[src/rtl/irq_regs_pkg.sv]
package irq_regs_pkg;
  localparam int unsigned REG_DATA_W  = 32;
  localparam int unsigned REG_ADDR_W  = 8;
  localparam int unsigned EVT_COUNT   = 8;
  localparam int unsigned GATE_BIT    = 31;
  localparam logic [7:0]  OFS_GATE    = 8'h1C;
  localparam logic [7:0]  OFS_STATUS  = 8'h20;
  localparam logic [7:0]  OFS_ENABLE  = 8'h28;
  localparam logic [7:0]  OFS_RESET   = 8'h40;
  localparam logic [31:0] RESET_KEY   = 32'h0000_000A;
endpackage

[src/rtl/irq_status_bank.sv]
module irq_status_bank #(
  parameter int unsigned NUM_SRC = 8
) (
  input  logic               clk,
  input  logic               rst_n,
  input  logic [NUM_SRC-1:0] evt,
  input  logic               clr_we,
  input  logic [NUM_SRC-1:0] clr_mask,
  input  logic               ena_we,
  input  logic [NUM_SRC-1:0] ena_wdata,
  input  logic               soft_clr,
  output logic [NUM_SRC-1:0] status,
  output logic [NUM_SRC-1:0] enable,
  output logic [NUM_SRC-1:0] pending
);
  // sticky update: clear-by-one first, then events re-set (event wins)
  function automatic logic [NUM_SRC-1:0] sticky_next(
    input logic [NUM_SRC-1:0] cur,
    input logic [NUM_SRC-1:0] clr,
    input logic [NUM_SRC-1:0] set
  );
    return (cur & ~clr) | set;
  endfunction

  function automatic logic [NUM_SRC-1:0] masked(
    input logic [NUM_SRC-1:0] st,
    input logic [NUM_SRC-1:0] en
  );
    return st & en;
  endfunction

  logic [NUM_SRC-1:0] clr_eff;
  assign clr_eff = clr_we ? clr_mask : '0;

  always_ff @(posedge clk or negedge rst_n) begin
    if (!rst_n) begin
      status <= '0;
      enable <= '0;
    end else if (soft_clr) begin
      status <= '0;
      enable <= '0;
    end else begin
      status <= sticky_next(status, clr_eff, evt);
      if (ena_we) enable <= ena_wdata;
    end
  end

  assign pending = masked(status, enable);

  AST_EVT_SETS_BIT: assert property (@(posedge clk) disable iff (!rst_n)
    (!soft_clr && evt != '0) |=> ((status & $past(evt)) == $past(evt)));

  AST_NO_SPURIOUS_SET: assert property (@(posedge clk) disable iff (!rst_n)
    1'b1 |=> ((status & ~$past(status) & ~$past(evt)) == '0));

  AST_SOFT_CLR_WIPES: assert property (@(posedge clk) disable iff (!rst_n)
    soft_clr |=> (status == '0 && enable == '0));
endmodule

[src/rtl/soft_reset_decoder.sv]
module soft_reset_decoder #(
  parameter int unsigned    DATA_W = 32,
  parameter logic [DATA_W-1:0] KEY = 'hA
) (
  input  logic              clk,
  input  logic              rst_n,
  input  logic              key_wr,
  input  logic [DATA_W-1:0] wdata,
  output logic              key_hit,
  output logic              pulse
);
  assign key_hit = key_wr && (wdata == KEY);

  always_ff @(posedge clk or negedge rst_n) begin
    if (!rst_n) pulse <= 1'b0;
    else        pulse <= key_hit;
  end

  AST_WRONG_KEY_IGNORED: assert property (@(posedge clk) disable iff (!rst_n)
    (key_wr && wdata != KEY) |=> !pulse);
endmodule

[src/rtl/irq_rst_regs.sv]
module irq_rst_regs
  import irq_regs_pkg::*;
#(
  parameter int unsigned ADDR_W  = REG_ADDR_W,
  parameter int unsigned DATA_W  = REG_DATA_W,
  parameter int unsigned NUM_SRC = EVT_COUNT
) (
  input  logic               clk,
  input  logic               rst_n,
  input  logic [ADDR_W-1:0]  bus_addr,
  input  logic               bus_we,
  input  logic [DATA_W-1:0]  bus_wdata,
  output logic [DATA_W-1:0]  bus_rdata,
  input  logic [NUM_SRC-1:0] evt_in,
  output logic               irq_out,
  output logic               soft_rst_pulse
);
  localparam logic [ADDR_W-1:0] A_GATE   = ADDR_W'(OFS_GATE);
  localparam logic [ADDR_W-1:0] A_STATUS = ADDR_W'(OFS_STATUS);
  localparam logic [ADDR_W-1:0] A_ENABLE = ADDR_W'(OFS_ENABLE);
  localparam logic [ADDR_W-1:0] A_RESET  = ADDR_W'(OFS_RESET);
  localparam int unsigned       PAD_W    = DATA_W - NUM_SRC;

  function automatic logic line_level(input logic [NUM_SRC-1:0] pend, input logic gate);
    return gate && (|pend);
  endfunction

  // named write strobes
  logic wr_gate, wr_status, wr_enable, wr_reset;
  assign wr_gate   = bus_we && (bus_addr == A_GATE);
  assign wr_status = bus_we && (bus_addr == A_STATUS);
  assign wr_enable = bus_we && (bus_addr == A_ENABLE);
  assign wr_reset  = bus_we && (bus_addr == A_RESET);

  logic               gate_q;
  logic               key_hit;
  logic [NUM_SRC-1:0] status, enable, pending;

  always_ff @(posedge clk or negedge rst_n) begin
    if (!rst_n)       gate_q <= 1'b0;
    else if (wr_gate) gate_q <= bus_wdata[GATE_BIT];
  end

  soft_reset_decoder #(.DATA_W(DATA_W), .KEY(DATA_W'(RESET_KEY))) u_key (
    .clk     (clk),
    .rst_n   (rst_n),
    .key_wr  (wr_reset),
    .wdata   (bus_wdata),
    .key_hit (key_hit),
    .pulse   (soft_rst_pulse)
  );

  irq_status_bank #(.NUM_SRC(NUM_SRC)) u_bank (
    .clk       (clk),
    .rst_n     (rst_n),
    .evt       (evt_in),
    .clr_we    (wr_status),
    .clr_mask  (bus_wdata[NUM_SRC-1:0]),
    .ena_we    (wr_enable),
    .ena_wdata (bus_wdata[NUM_SRC-1:0]),
    .soft_clr  (key_hit),
    .status    (status),
    .enable    (enable),
    .pending   (pending)
  );

  assign irq_out = line_level(pending, gate_q);

  always_comb begin
    bus_rdata = '0;
    case (bus_addr)
      A_GATE:   bus_rdata[GATE_BIT] = gate_q;
      A_STATUS: bus_rdata = {{PAD_W{1'b0}}, status};
      A_ENABLE: bus_rdata = {{PAD_W{1'b0}}, enable};
      default:  bus_rdata = '0;
    endcase
  end

  AST_GATE_OFF_QUIET: assert property (@(posedge clk) disable iff (!rst_n)
    !gate_q |-> !irq_out);

  AST_IRQ_HAS_CAUSE: assert property (@(posedge clk) disable iff (!rst_n)
    irq_out |-> ((status & enable) != '0));

  AST_PULSE_LEAVES_CLEAN: assert property (@(posedge clk) disable iff (!rst_n)
    soft_rst_pulse |-> (status == '0 && enable == '0));

  AST_GATE_KEPT_ON_KEY: assert property (@(posedge clk) disable iff (!rst_n)
    soft_rst_pulse |-> $stable(gate_q));
endmodule

[config.mk]
export PLATFORM = sky130hd
export DESIGN_NAME = irq_rst_regs
export DESIGN_NICKNAME = d
export VERILOG_FILES = /design/src/rtl/irq_regs_pkg.sv /design/src/rtl/irq_status_bank.sv /design/src/rtl/soft_reset_decoder.sv /design/src/rtl/irq_rst_regs.sv
export SDC_FILE = /design/constraint.sdc
export NUM_CORES = 1
export LEC_CHECK = 0
export ABC_AREA = 1
export BUFFER_PORTS_ARGS = -buffer_cell sky130_fd_sc_hd__buf_2
export CAP_MARGIN = 40
export CORE_MARGIN = 1
export CORE_UTILIZATION = 49
export CTS_CLUSTER_DIAMETER = 120
export CTS_CLUSTER_SIZE = 28
export DETAILED_ROUTE_END_ITERATION = 10
export GPL_ROUTABILITY_DRIVEN = 0
export MAX_ROUTING_LAYER = met4
export PLACE_DENSITY = 0.92
export SYNTH_ARGS = -nofsm -noshare
export SYNTH_HDL_FRONTEND = slang
export SYNTH_SLANG_ARGS = --single-unit
[constraint.sdc]
create_clock -name clk -period 1.6 [get_ports clk]
set_input_delay 0.16 -clock clk [delete_from_list [all_inputs] [get_ports clk]]
set_output_delay 0.16 -clock clk [all_outputs]
set_load 0.03 [all_outputs]
# Word level (Yosys, flattened, before mapping)
# Index checks and enable logic that the tools add are counted.
# classes
eq_ne,5
muxes,6
n_bitwise,4
n_reduce_logical,8
# ops
cell,n
"32-bit by 4-bit == test with 1-bit output, second input constant",1
8-bit two-way mux,4
8-bit bitwise AND,2
"8-bit by 6-bit == test with 1-bit output, second input constant",2
8-bit case mux with 2 select lines,1
"8-bit by 5-bit == test with 1-bit output, second input constant",1
"8-bit by 7-bit == test with 1-bit output, second input constant",1
8-bit inverter,1
8-bit bitwise OR,1
8-bit OR reduction,1
1-bit logical AND,6
2-bit nonzero test,1
1-bit two-way mux,1
# totals
register_bits,18
in_bits,51
out_inout_bits,34

# Depth between registers and ports, before layout
# Gate-level depths: netlist of the first run.
# depth
ltp_word,7
mapped_depth,10
ltp_nobuf,9

# Cells and area by module
# A second synthesis of the first run with hierarchy kept.
# unflattened
cells_unflattened,211
hier_area_um2,1415.1
# modules_own_cells
mod,instances,cells_per_inst,area_each_um2,seq_area_each_um2
irq_status_bank,1,93,738.2,400.4
irq_rst_regs,1,87,523.0,25.0
soft_reset_decoder,1,31,153.9,25.0

# Least setup slack after synthesis of the first run
# No wires, ideal clock.
# synth_timing
path_type,reg-to-output
startpoint,register gate_q
endpoint,output port bus_rdata[31]
arrival_ns,1.364
required_ns,1.440
setup_slack_ns,0.076
stages_incl_launch_ff,3
n_path_buf,0
cell_sequence,dfrtp_1 -> inv_1 -> nor4_1
# synth_via
elab_chain_cells,1
# synth_lines
item,line,text
"start, declared",irq_rst_regs.sv:35,logic gate_q;
"start signal, assigned",irq_rst_regs.sv:41,else if (wr_gate) gate_q <= bus_wdata[GATE_BIT];
1-bit two-way mux,irq_rst_regs.sv:71,case (bus_addr)
"end, declared",irq_rst_regs.sv:13,"output logic [DATA_W-1:0] bus_rdata,"
# Every way passes these cells.

# Worst setup path in the final report of the first run
# layout_timing
startpoint,register u_bank.status[1]
endpoint,output port irq_out
# layout_via
elab_chain_cells,3
# layout_lines
item,line,text
"start, declared",irq_status_bank.sv:12,"output logic [NUM_SRC-1:0] status,"
"start signal, assigned",irq_status_bank.sv:43,"status <= sticky_next(status, clr_eff, evt);"
8-bit bitwise AND,irq_status_bank.sv:29,return st & en;
8-bit OR reduction,irq_rst_regs.sv:25,return gate && (|pend);
1-bit logical AND,irq_rst_regs.sv:25,
"end, declared",irq_rst_regs.sv:15,"output logic irq_out,"
# Every way passes these cells.

==> results_dict.tcl, run 1 <==
set metrics [dict create \
    ios 85 \
    fill_cells 318 \
    wire_per_inst_um 10.29 \
    drt-pass1-iter-count 4 \
    layout_commonest_cell "nand2_1" \
    antenna_found_initial 0 \
    worst-path-buf-inv 2 \
    clock_latency_ns 0.29 \
    grt_pass1_vias 1469 \
    dp_hpwl_mm 3.177 \
    postSynthAreaPerCell_um2 6.290 \
    cp_cell_sequence "inv_1, o22ai_1, nor2_1, a21oi_1, buf_2" \
    syn_area_um2 1629 \
    drtIter0Drc 74 \
    slowest_delay_ns 0.40 \
    yosysWarningCount 0 \
    yosysSeqAreaShare_pct 27.65 \
    reg2reg_slack_ns 0.85 \
    period_needed_ns 1.506 \
    fin_setup_tns_ns 0 \
    slew_violations 0 \
    crit_type "flop to output port" \
    num-nets-final 373 \
    vias 1682 \
    dieArea_um2 3559 \
    ys.flop_type "dfrtp_1" \
    maxCapViolations 0 \
    syn_inst 259 \
    num_antenna_cells 0 \
    clockRootBuffer "clkbuf_4" \
    port_buffers 61 \
    cp_slowest_cell "dfrtp_1" \
    die_height_um 59.66 \
    drive_gt1_share_pct 24.69 \
    dieWidth_um 59.66 \
    whs_ns 0.1262 \
    grt_max_degree 20 \
    outcome "finished, final reports clean" \
    cp.arrival_ns 1.35 \
    grt_use_total_pct 23.65 \
    grt_pass1_wl_mm 6.161 \
    r2r-end "u_bank.status[3]$_DFF_PN0_" \
    cts_setup_buffers 0 \
    overflow 0 \
    fmax_ghz 0.6642 \
    mostFrequentLayoutCells "nand2_1, buf_2, inv_1, nor2_1, conb_1" \
    core_um2 3103 \
    via_per_inst 4.621 \
    clk_pin_slew_ns 0.10 \
    cts-buffers-inserted 3 \
    powerDensity_nw_per_um2 503.7 \
    drt-total-wl_mm 3.744 \
    start_util_pct 52.50 \
    async_flop_share_pct 100.0 \
    setup_viol 0 \
    finalCritPeriodShare_pct 94.10 \
    areaGrowthSynthToFinish_pct 16.28 \
    tritoncts "yes" \
    final_hold_viol_count 0 \
    critPathTopFamily "flip-flops" \
    synth-seq-cells 18 \
    route.detailed.drc 0 \
    crit_path_end_kind "output port" \
    peakVddDrop_mv 0.2247 \
    rr_worst_depth 4 \
    worst-path-max-fanout 2 \
    min_to "u_bank.status[0]$_DFF_PN0_" \
    power.leakage_nw 1.116 \
    hp-start "evt_in[0]" \
    htreeDepth 1 \
    synth_cell_type_count 23 \
    hold_class "input port to flop" \
    cts_buffer_depth 2 \
    antenna_left 0 \
    r2r_start "u_bank.status[3]$_DFF_PN0_" \
    start_kind "flop" \
    rows 20 \
    synth_edf_count 0 \
    rsz0062_at_grt "no" \
    fin_worst_skew_ns 0 \
    cts_sinks 18 \
    critical_path_required_ns 1.44 \
    hold_path_depth 5 \
]
[worst min-delay path, stage by stage]
cell	delay, ns
buf_2	0.07
inv_1	0.03
nand2_1	0.05
nand2_1	0.04
inv_1	0.04
[state kept, by name (all words and copies together), names as in the netlist]
register,cells
u_bank.enable,8
gate_q,1
u_bank.status,8
u_key.pulse,1
[worst max path at each step]
stage                                          start       endpoint  slack [ns]  cells past startpoint
after global placement                   bus_addr[7]   bus_rdata[6]        0.23                      7
after CTS                 u_bank.status[6]$_DFF_PN0_        irq_out        0.13                      5
after detailed placement                 bus_addr[7]   bus_rdata[6]        0.19                      7
after global routing      u_bank.status[6]$_DFF_PN0_        irq_out        0.05                      5
after floorplan                   gate_q$_DFFE_PN0P_  bus_rdata[31]        0.08                      2
final                     u_bank.status[1]$_DFF_PN0_        irq_out        0.09                      5
[logic make-up after synthesis]
| logic type | count (synthesis) | share of synthesized area [%] |
|---|---|---|
| compound gates | 10 | 3.994 |
| buf+inv | 80 | 25.81 |
| flops | 18 | 27.65 |
| other cells | 1 | 0.2302 |
| simple gates | 150 | 42.32 |
[synth_stat cells (2+ instances only)]
cell      n  area, µm²
o22ai_1   6      37.54
dfrtp_1  18      450.4
a22o_1    2      17.52
nand2_1  66      247.7
nand3_1  13      65.06
nor2_4    2      22.52
nor2_2    2      12.51
buf_6     2      22.52
nor3_1    2      10.01
nor4_1    3      18.77
inv_1    50      187.7
nand4_1  13      81.33
buf_4    25      187.7
nand3_2   6      60.06
inv_2     2      7.510
nor2_1   40      150.1
[layout make-up]
cell class                 count  area (µm²)  share of cell area [%]
multi-input combinational    183       840.8                   44.39
inverter                      52       195.2                   10.30
timing repair buffer          64       330.3                   17.44
clock buffer                   3       22.52                   1.189
sequential                    18       450.4                   23.78
tap                           44       55.05                   2.906
[what timing repair did]
item,4_1_cts,5_1_grt
hold endpoints to repair,18,0
gates resized for setup,0,0
hold buffers,1,0
[through the flow]
step | cells | setup slack (ns) | utilization (%) | area (µm²) | total power, mW
after floorplan | 281 | 0.07645 | - | 1712 | 0.6863
after CTS | 364 | 0.1335 | 61.05 | 1894 | 0.9623
after global routing | 364 | 0.04629 | 61.05 | 1894 | 1.017
after global placement | 360 | 0.2262 | 60.00 | 1862 | 0.7362
final | 364 | 0.09438 | 61.05 | 1894 | 0.9541
after detailed placement | 360 | 0.1906 | 60.00 | 1862 | 0.7431
[where the power goes]
group	leakage [nW]	switching (mW)	internal, mW
Combinational	0.894	0.182	0.0826
Sequential	0.208	0.00780	0.466
Clock	0.0138	0.129	0.0874
[layer usage]
layer / GRT usage (%) / up-vias / wire length, µm
li1: - / 875 / -
met1: 29.04 / 742 / 1578
met2: 40.16 / 61 / 1952
met3: 2.814 / 4 / 174
met4: 7.973 / 0 / 38
met5: - / - / 0
Power figures use the tool's default switching activity.
==> inputs of run 2 (changes only) <==
--- a/config.mk
+++ b/config.mk
@@ -8,10 +8,12 @@
 export ABC_AREA = 1
 export BUFFER_PORTS_ARGS = -buffer_cell sky130_fd_sc_hd__buf_2
 export CAP_MARGIN = 40
+export CELL_PAD_IN_SITES_DETAIL_PLACEMENT = 0
+export CELL_PAD_IN_SITES_GLOBAL_PLACEMENT = 2
 export CORE_MARGIN = 1
-export CORE_UTILIZATION = 49
+export CORE_UTILIZATION = 24
 export CTS_CLUSTER_DIAMETER = 120
-export CTS_CLUSTER_SIZE = 28
+export CTS_CLUSTER_SIZE = 8
 export DETAILED_ROUTE_END_ITERATION = 10
 export GPL_ROUTABILITY_DRIVEN = 0
 export MAX_ROUTING_LAYER = met4
==> results_dict.tcl, run 2 (synthesis gave the netlist of run 1 again) <==
set metrics [dict create \
    outcome "finished, violations left" \
    violations "DRC" \
    finalWorstSetupSlack_ns 0.1683 \
    clk_pin_slew_ns 0.07 \
    drt-pass1-iter-count 7 \
    power.leakage_nw 1.135 \
    drive_gt1_share_pct 25.16 \
    htreeDepth 1 \
    crit_type "flop to output port" \
    setup_viol 0 \
    clock_latency_ns 0.25 \
    dpl_cell_area_um2 1918 \
    fin_worst_skew_ns 0 \
    maxCapViolations 0 \
    finalCritPeriodShare_pct 89.48 \
    largestRegisters "u_bank.enable: 8 flops, u_bank.status: 8 flops" \
    port_buffers 61 \
    worst-path-max-fanout 2 \
    layout_commonest_cell "nand2_1" \
    die_height_um 84.39 \
    grt_use_total_pct 12.80 \
    fmax_ghz 0.6985 \
    cts_buffer_depth 2 \
    cts_setup_buffers 0 \
    grt_pass1_wl_mm 7.120 \
    crit_path_end_kind "output port" \
    num_antenna_cells 0 \
    num-nets-final 375 \
    dieArea_um2 7121 \
    start_util_pct 25.22 \
    overflow 0 \
    finalNonFillerCells 399 \
    dieWidth_um 84.39 \
    grt_pass1_vias 1549 \
    rows 29 \
    clockRootBuffer "clkbuf_8" \
    start_kind "flop" \
    hold_path_depth 4 \
    peakVddDrop_mv 0.2336 \
    period_needed_ns 1.432 \
    dp_hpwl_mm 3.539 \
    dp_cells 395 \
    antenna_found_initial 0 \
    rsz0062_at_grt "no" \
    core_um2 6459 \
    grt_max_degree 20 \
    fin_setup_tns_ns 0 \
    slew_violations 0 \
    via_per_inst 4.160 \
    mostFrequentLayoutCells "nand2_1, buf_2, inv_1, nor2_1, conb_1" \
    wire_per_inst_um 10.68 \
    dp_slack_ns 0.1857 \
    final_cell_area_um2 1969 \
    hold_class "input port to flop" \
    drt-total-wl_mm 4.260 \
    final_hold_viol_count 0 \
    antenna_left 0 \
    powerDensity_nw_per_um2 545.0 \
    rr_worst_depth 4 \
    vias 1660 \
    cts_sinks 18 \
    critical_path_required_ns 1.44 \
    tritoncts "yes" \
    cp.arrival_ns 1.27 \
    ios 85 \
    drtIter0Drc 120 \
    route.detailed.drc 7 \
    cts-buffers-inserted 3 \
    areaGrowthSynthToFinish_pct 20.89 \
]
## run 2: routing by layer
metal | GRT usage (%) | part of all wire (%)
met5 | - | 0
met4 | 3.698 | 0.70
met3 | 1.573 | 4.4
met2 | 22.21 | 49
met1 | 15.63 | 46
## run 2: per-stage QoR
step                      power, mW  hold WS [ns]  util [%]
after floorplan              0.6863       -0.1356         -
after global placement       0.7495        0.1290     29.70
after detailed placement     0.7525        0.1395     29.70
after CTS                     1.087        0.1571     30.49
after global routing          1.140        0.1822     30.49
final                         1.073        0.1588     30.49
## run 2: area by class of cell
| type | count | area, µm² |
|---|---|---|
| Clock buffer | 3 | 41.29 |
| Timing Repair Buffer | 66 | 345.3 |
| Multi-Input combinational cell | 183 | 840.8 |
| Fill cell | 747 | 4489 |
| Inverter | 52 | 195.2 |
| Tap cell | 77 | 96.34 |
| Sequential cell | 18 | 450.4 |
## run 2: worst paths after layout
check	start	end	slack [ns]
worst max register to register	u_bank.enable[3]$_DFFE_PN0P_	u_bank.enable[3]$_DFFE_PN0P_	0.85
min in group asynchronous	rst_n	u_bank.enable[5]$_DFFE_PN0P_	0.38
worst max-delay path	u_bank.status[1]$_DFF_PN0_	irq_out	0.17
worst min-delay path	bus_wdata[27]	u_key.pulse$_DFF_PN0_	0.16
max in group asynchronous	rst_n	u_bank.status[5]$_DFF_PN0_	0.91
worst min register to register	gate_q$_DFFE_PN0P_	gate_q$_DFFE_PN0P_	0.49
## run 2: timing repair
action,CTS,global route
hold endpoints to repair,18,0
setup endpoints to repair,0,0
resized for setup,0,0
hold buffers,1,0
## run 2: power breakdown
part | switching (mW) | leakage (nW) | internal [mW]
registers | 0.00808 | 0.208 | 0.466
logic | 0.186 | 0.905 | 0.0842
clock network | 0.162 | 0.0216 | 0.168
total | 0.356 | 1.13 | 0.718
## run 2: worst max-delay path, stage by stage (launching register included)
cell and delay [ns]:
dfrtp_1 0.35, inv_1 0.07, o22ai_1 0.19, nor2_1 0.07
a21oi_1 0.12, buf_2 0.21
